File: src/rtl/shadow_attr_pkg.sv
package shadow_attr_pkg;

  // Slot layout: twelve 16 KB segments, then the 64 KB top block
  localparam int SEGS_PER_REGION = 4;
  localparam int NUM_REGIONS     = 3;
  localparam int NUM_SEGS        = SEGS_PER_REGION * NUM_REGIONS;
  localparam int NUM_SLOTS       = NUM_SEGS + 1;
  localparam int TOP_SLOT        = NUM_SEGS;
  localparam int CODE_W          = 2;
  localparam int VEC_W           = NUM_SLOTS * CODE_W;

  // Register numbers that the decode depends on
  localparam logic [7:0] REG_TIMING = 8'h10;
  localparam logic [7:0] REG_SHCTL  = 8'h11;
  localparam logic [7:0] REG_SHDE   = 8'h12;
  localparam logic [7:0] REG_SHC    = 8'h13;

  // Read-source codes
  localparam logic [1:0] RD_EXT = 2'b00;
  localparam logic [1:0] RD_INT = 2'b01;
  // Write-target codes
  localparam logic [1:0] WR_EXT = 2'b00;
  localparam logic [1:0] WR_INT = 2'b01;
  localparam logic [1:0] WR_DIS = 2'b10;

  function automatic logic [7:0] reg_reset_value(input int idx);
    if (idx == int'(REG_TIMING)) return 8'h3F;
    if (idx == int'(REG_SHCTL))  return 8'hF0;
    return 8'h00;
  endfunction

  // Returns {read_code, write_code} for slot k
  function automatic logic [3:0] slot_attr(input int k, input logic [7:0] ctl,
                                           input logic [7:0] de, input logic [7:0] cseg);
    logic on;
    logic wp;
    int   n;
    n = k % SEGS_PER_REGION;
    if (k == TOP_SLOT)
      return ctl[7] ? {RD_EXT, WR_INT} : {RD_INT, WR_DIS};
    case (k / SEGS_PER_REGION)
      0:       begin on = cseg[n + 4] & ctl[4]; wp = ctl[0]; end
      1:       begin on = de[n]       & ctl[5]; wp = ctl[1]; end
      default: begin on = de[n + 4]   & ctl[6]; wp = ctl[2]; end
    endcase
    if (!on) return {RD_EXT, WR_EXT};
    return {RD_INT, (wp ? WR_DIS : WR_INT)};
  endfunction

endpackage

File: src/rtl/io_port_decode.sv
module io_port_decode #(
  parameter int          IO_AW     = 16,
  parameter int          IDX_W     = 8,
  parameter logic [15:0] IDX_PORT  = 16'h0022,
  parameter logic [15:0] DATA_PORT = 16'h0024
) (
  input  logic             clk,
  input  logic             rst_n,
  input  logic             io_wr,
  input  logic             io_rd,
  input  logic [IO_AW-1:0] io_addr,
  input  logic [7:0]       io_wdata,
  output logic [IDX_W-1:0] idx_q,
  output logic             data_wr,
  output logic             data_rd
);

  logic hit_idx;
  logic hit_data;

  assign hit_idx  = (io_addr == IDX_PORT[IO_AW-1:0]);
  assign hit_data = (io_addr == DATA_PORT[IO_AW-1:0]);
  assign data_wr  = io_wr & hit_data;
  assign data_rd  = io_rd & hit_data;

  always_ff @(posedge clk) begin
    if (!rst_n)              idx_q <= '0;
    else if (io_wr & hit_idx) idx_q <= io_wdata[IDX_W-1:0];
  end

endmodule

File: src/rtl/cfg_regfile.sv
module cfg_regfile
  import shadow_attr_pkg::*;
#(
  parameter int IDX_W = 8,
  localparam int NUM_REGS = 1 << IDX_W
) (
  input  logic             clk,
  input  logic             rst_n,
  input  logic             wr_en,
  input  logic [IDX_W-1:0] idx,
  input  logic [7:0]       wr_data,
  output logic [7:0]       rd_data,
  output logic [7:0]       timing_q,
  output logic [7:0]       ctl_nx,
  output logic [7:0]       de_nx,
  output logic [7:0]       cseg_nx
);

  logic [7:0] regs [NUM_REGS];

  for (genvar g = 0; g < NUM_REGS; g++) begin : g_reg
    always_ff @(posedge clk) begin
      if (!rst_n)
        regs[g] <= reg_reset_value(g);
      else if (wr_en && (idx == IDX_W'(g)))
        regs[g] <= wr_data;
    end
  end

  assign rd_data  = regs[idx];
  assign timing_q = regs[REG_TIMING[IDX_W-1:0]];

  // Values the decode registers see on the edge that completes a write
  assign ctl_nx  = (wr_en && idx == REG_SHCTL[IDX_W-1:0]) ? wr_data : regs[REG_SHCTL[IDX_W-1:0]];
  assign de_nx   = (wr_en && idx == REG_SHDE[IDX_W-1:0])  ? wr_data : regs[REG_SHDE[IDX_W-1:0]];
  assign cseg_nx = (wr_en && idx == REG_SHC[IDX_W-1:0])   ? wr_data : regs[REG_SHC[IDX_W-1:0]];

endmodule

File: src/rtl/seg_attr_decode.sv
module seg_attr_decode
  import shadow_attr_pkg::*;
(
  input  logic             clk,
  input  logic             rst_n,
  input  logic             update,
  input  logic [7:0]       ctl,
  input  logic [7:0]       de,
  input  logic [7:0]       cseg,
  output logic [VEC_W-1:0] rd_vec,
  output logic [VEC_W-1:0] wr_vec
);

  for (genvar k = 0; k < NUM_SLOTS; k++) begin : g_slot
    localparam logic [3:0] RST_ATTR = slot_attr(k, reg_reset_value(int'(REG_SHCTL)),
                                                reg_reset_value(int'(REG_SHDE)),
                                                reg_reset_value(int'(REG_SHC)));
    logic [3:0] nx;
    assign nx = slot_attr(k, ctl, de, cseg);

    always_ff @(posedge clk) begin
      if (!rst_n) begin
        rd_vec[CODE_W*k +: CODE_W] <= RST_ATTR[3:2];
        wr_vec[CODE_W*k +: CODE_W] <= RST_ATTR[1:0];
      end else if (update) begin
        rd_vec[CODE_W*k +: CODE_W] <= nx[3:2];
        wr_vec[CODE_W*k +: CODE_W] <= nx[1:0];
      end
    end
  end

endmodule

File: src/rtl/attr_lookup.sv
module attr_lookup
  import shadow_attr_pkg::*;
(
  input  logic [19:0]      mem_addr,
  input  logic [VEC_W-1:0] rd_vec,
  input  logic [VEC_W-1:0] wr_vec,
  output logic [1:0]       lk_rd,
  output logic [1:0]       lk_wr
);

  logic       upper;
  logic [3:0] slot;

  always_comb begin
    upper = (mem_addr[19:18] == 2'b11);
    if (mem_addr[17:16] == 2'b11) slot = 4'(TOP_SLOT);
    else                          slot = mem_addr[17:14];
    if (upper) begin
      lk_rd = rd_vec[CODE_W*slot +: CODE_W];
      lk_wr = wr_vec[CODE_W*slot +: CODE_W];
    end else begin
      lk_rd = RD_EXT;
      lk_wr = WR_EXT;
    end
  end

endmodule

File: src/rtl/shadow_attr_ctrl.sv
module shadow_attr_ctrl
  import shadow_attr_pkg::*;
#(
  parameter int          IO_AW     = 16,
  parameter int          IDX_W     = 8,
  parameter logic [15:0] IDX_PORT  = 16'h0022,
  parameter logic [15:0] DATA_PORT = 16'h0024
) (
  input  logic             clk,
  input  logic             rst_n,
  input  logic             io_wr,
  input  logic             io_rd,
  input  logic [IO_AW-1:0] io_addr,
  input  logic [7:0]       io_wdata,
  output logic [7:0]       io_rdata,
  output logic [7:0]       wait_cfg,
  output logic             wait_upd,
  output logic [25:0]      seg_rd_sel,
  output logic [25:0]      seg_wr_sel,
  input  logic [19:0]      lookup_addr,
  output logic [1:0]       lookup_rd,
  output logic [1:0]       lookup_wr
);

  logic [IDX_W-1:0] idx_q;
  logic             data_wr;
  logic             data_rd;
  logic [7:0]       reg_rdata;
  logic [7:0]       ctl_nx, de_nx, cseg_nx;
  logic             hits_decode;

  io_port_decode #(
    .IO_AW(IO_AW), .IDX_W(IDX_W), .IDX_PORT(IDX_PORT), .DATA_PORT(DATA_PORT)
  ) u_io (
    .clk(clk), .rst_n(rst_n), .io_wr(io_wr), .io_rd(io_rd), .io_addr(io_addr),
    .io_wdata(io_wdata), .idx_q(idx_q), .data_wr(data_wr), .data_rd(data_rd)
  );

  cfg_regfile #(.IDX_W(IDX_W)) u_regs (
    .clk(clk), .rst_n(rst_n), .wr_en(data_wr), .idx(idx_q), .wr_data(io_wdata),
    .rd_data(reg_rdata), .timing_q(wait_cfg), .ctl_nx(ctl_nx), .de_nx(de_nx),
    .cseg_nx(cseg_nx)
  );

  // Recompute only for the timing register and the three shadow registers
  assign hits_decode = data_wr && (idx_q >= REG_TIMING[IDX_W-1:0]) &&
                       (idx_q <= REG_SHC[IDX_W-1:0]);

  seg_attr_decode u_dec (
    .clk(clk), .rst_n(rst_n), .update(hits_decode), .ctl(ctl_nx), .de(de_nx),
    .cseg(cseg_nx), .rd_vec(seg_rd_sel), .wr_vec(seg_wr_sel)
  );

  attr_lookup u_lk (
    .mem_addr(lookup_addr), .rd_vec(seg_rd_sel), .wr_vec(seg_wr_sel),
    .lk_rd(lookup_rd), .lk_wr(lookup_wr)
  );

  always_ff @(posedge clk) begin
    if (!rst_n) wait_upd <= 1'b0;
    else        wait_upd <= data_wr && (idx_q == REG_TIMING[IDX_W-1:0]);
  end

  assign io_rdata = data_rd ? reg_rdata : 8'hFF;

endmodule

File: config.mk
export PLATFORM = sky130hd
export DESIGN_NAME = shadow_attr_ctrl
export DESIGN_NICKNAME = d
export VERILOG_FILES = /design/src/rtl/shadow_attr_pkg.sv /design/src/rtl/io_port_decode.sv /design/src/rtl/cfg_regfile.sv /design/src/rtl/seg_attr_decode.sv /design/src/rtl/attr_lookup.sv /design/src/rtl/shadow_attr_ctrl.sv
export SDC_FILE = /design/constraint.sdc
export NUM_CORES = 2
export LEC_CHECK = 0
export ABC_CLOCK_PERIOD_IN_PS = 2930
export BUFFER_PORTS_ARGS = -buffer_cell sky130_fd_sc_hd__buf_2
export CAP_MARGIN = 20
export CELL_PAD_IN_SITES_DETAIL_PLACEMENT = 1
export CELL_PAD_IN_SITES_GLOBAL_PLACEMENT = 1
export CORE_MARGIN = 10
export CORE_UTILIZATION = 48
export CTS_CLUSTER_SIZE = 25
export DETAILED_ROUTE_END_ITERATION = 16
export HOLD_SLACK_MARGIN = 0.06
export PLACE_DENSITY = 0.73
export SYNTH_ARGS = -nofsm -noshare
export SYNTH_HDL_FRONTEND = slang
export SYNTH_SLANG_ARGS = --single-unit
export TNS_END_PERCENT = 30
File: constraint.sdc
create_clock -name clk -period 2.93 [get_ports clk]
set_input_delay 0.1465 -clock clk [delete_from_list [all_inputs] [get_ports clk]]
set_output_delay 0.1465 -clock clk [all_outputs]
set_load 0.05 [all_outputs]
==> impl_metrics.toml <==
[power]
p_switching_mw = 14.3
p_int_mw = 49.5
p_seq_frac = 0.545
power.density_mw_per_mm2 = 566
power.total_mw = 63.8
pwr-share-clk = 0.416
ir_worst_vdd_mv = 0.517
swShare = 0.225
p_comb_frac = 0.039
leakagePower_nw = 35.9

[finish]
stdcell_area_mm2 = 0.113
drive_gt1_frac = 0.252
finish.net_count = 8053
nFillCells = 18700
layout-area-overhead-vs-synth_pct = 20.8
final_common_cell = "nor2_1"
layout_common_cells = "nor2_1 (2148), edfxtp_1 (2048), buf_4 (1093)"

[timing]
finalHoldViolations = 0
fmax_ghz = 0.234
fin_crit_sh = 1.46
rsz0062_at_grt = "true"
max_slew_margin = 0.286
tns_ns = -10.33
skew_ns = 0.0291
period_needed_ns = 4.27
setup_viol_count_final = 8
worst_slack_ns = -1.34
holdWs_ns = 0.148
drv_slew = 0
worst_pin_slew_ns = 1.07

[synthesis]
synth_cells = 7141
synth_flop_cell = "edfxtp_1"
synth_area_per_cell_um2 = 13.1
yosys_warnings = 0
ys_seq_area_frac = 0.671
synth_area_leaders = "edfxtp_1 (66%), nor2_1 (8.7%), mux4_2 (6.0%), mux2i_1 (5.4%), clkbuf_1 (2.2%)"
yosys.area.top_type_share = 0.659
synth_top_family_by_area = "multiplexers"
synthArstFlopShare = 0
synthAdderAreaFrac = 0
synth_compound_area_frac = 0.0623
synth_area_mm2 = 0.0934
synth_cell_types = 63
synth-xor-area-share = 0
yosys_register_bits = 2103
synthMuxAreaShare = 0.118
yosys.area_share.simple = 0.114
synth_top_area_cell = "edfxtp_1"
synth_edf_count = 2048

[floorplanning]
die_h_um = 461
initial_utilization = 0.484
io_pins = 121
fp.dieW_um = 461
dieArea_mm2 = 0.213
row_count = 161
core_mm2 = 0.193

[status]
status = "complete, but fails checks"
violations = "negative setup slack"

[cts]
clock_path_buffers = 3
cts_root_buf = "clkbuf_16"
clock-sinks = 2103
cts_buffers = 214
clk_latency_ns = 0.89
htreeDepth = 4
cts_tree = "built"
clkSlewWorstSetupHoldPaths_ns = 0.07

[worst_setup_path]
critPathRequiredTime_ns = 2.78
end_kind = "primary output"
cp_max_fo = 31
start_kind = "register"
cp.arrival_ns = 4.12
worst-setup-path-type = "reg2out"

[routing]
ant_nets = 0
drt-initial-drc-count = 13000
wl_met3_um = 64700
num_vias = 72400
dr.pass1.iters = 6
top_layer = "met5"
routed_wl_um = 415000
via_per_inst = 6.75
wl_met1_um = 148000
drc = 0
routedWlPerCell_um = 38.7
wl_met2_um = 176000

[global_routing]
grt_overflow_total = 0
antenna_found_initial = 35
gr-usage-all-layers = 0.382
grt_pass1_vias = 71400
grt_pass1_wl_um = 566000
grt_max_degree = 145

[place]
place_congestion = 1.04
hpwl_um = 281000
placed_area_mm2 = 0.105
pre_cts_ws_ns = -1.23
port-buffer-count = 92

[worst_hold_path]
hold_class = "in2reg"

[job]
maxCapViolCount = 0
[cell usage after synthesis (all sizes together), types with 9 or more instances]
library cell  count
nor2b            32
nor4             25
or3              12
a2bb2oi          12
mux4            253
mux2             28
mux2i           502
nand3            30
a21oi           108
a31oi            16
dfxtp            55
buf             156
o221ai          208
o21ai           325
and3             10
nor3            100
o31ai            14
a22oi            16
nor2           2160
o22ai            86
nand2           217
a211oi           48
edfxtp         2048
nor4b             9
or4              18
clkbuf          552
a2111oi          16
[critical path: stages (launching register included)]
cell      delay [ns]
dfxtp_4         0.38
nand2b_4        0.17
buf_12          0.18
buf_4           0.20
buf_12          0.16
buf_4           0.19
o221ai_2        0.35
o22ai_1         0.18
nor2_2          0.37
a211oi_2        0.16
nor4b_4         0.31
o22a_1          0.23
buf_12          0.14
buf_12          0.13
[per-stage QoR]
stage               utilization  instances
floorplan                     -       7154
global placement          0.542      10300
detailed placement        0.542      10300
CTS                       0.582      10700
global route              0.584      10700
finish                    0.585      10700
[layout make-up]
type                       count  area, um^2  area share
antenna                       16        40.0    0.000355
sequential                  2103       62600       0.555
tap                         2526        3160      0.0280
clock inverter               125         988     0.00876
timing repair buffer        1343       11900       0.105
clock buffer                 267        5630      0.0499
multi-input combinational   4337       28500       0.252
inverter                       6        25.0    0.000222
[repair_timing]
item                                    CTS  global route
endpoints found under the setup margin    8            14
hold buffers                              8             0
resized for setup                       116            72
pin swaps                                14            24
gates cloned                              6             3
endpoints found under the hold margin    46             0
buffers inserted                         17            11
[path summary, 6_finish.rpt]
path,depth (start not counted),slack (ns),to,startpoint
hold / removal,6,0.15,u_regs.regs[122][3],io_wr
setup / recovery,13,-1.34,io_rdata[7],register
hold reg to reg,2,0.48,u_dec.rd_vec[22],u_dec.rd_vec[22]
setup reg to reg,7,0.06,u_regs.regs[103][5],u_io.idx_q[2]
[flip-flops by register name, indices dropped and copies added (netlist names), named ones only]
| signal | cells |
|---|---|
| u_dec.wr_vec | 26 |
| u_regs.regs | 2048 |
| u_io.idx_q | 8 |
| u_dec.rd_vec | 12 |
| wait_upd | 1 |
[cell families (layout without fill, tap and decap cells)]
| family | after synthesis | count (layout) |
|---|---|---|
| muxes | 783 | 783 |
| DFF | 2103 | 2103 |
| buffers and inverters | 714 | 1741 |
| other | 1 | 30 |
| AOI/OAI and AO/OA | 891 | 891 |
| and+or+nand+nor | 2649 | 2649 |
[power groups by stage]
stage | Combinational (mW) | Sequential, mW | Clock, mW
after detailed placement | 2.35 | 35.4 | 0
after global routing | 2.56 | 34.8 | 27.8
after global placement | 2.28 | 35.2 | 0
after CTS | 2.39 | 34.7 | 26.6
after floorplan | 1.09 | 35.1 | 0
final | 2.50 | 34.8 | 26.6
[layer usage]
layer / vias to the layer above / track usage
met1: 37000 / 0.514
met5: - / 0
met3: 1111 / 0.135
li1: 28000 / -
met2: 6243 / 0.545
met4: 18 / 0.200
Power figures use the tool's default switching activity.
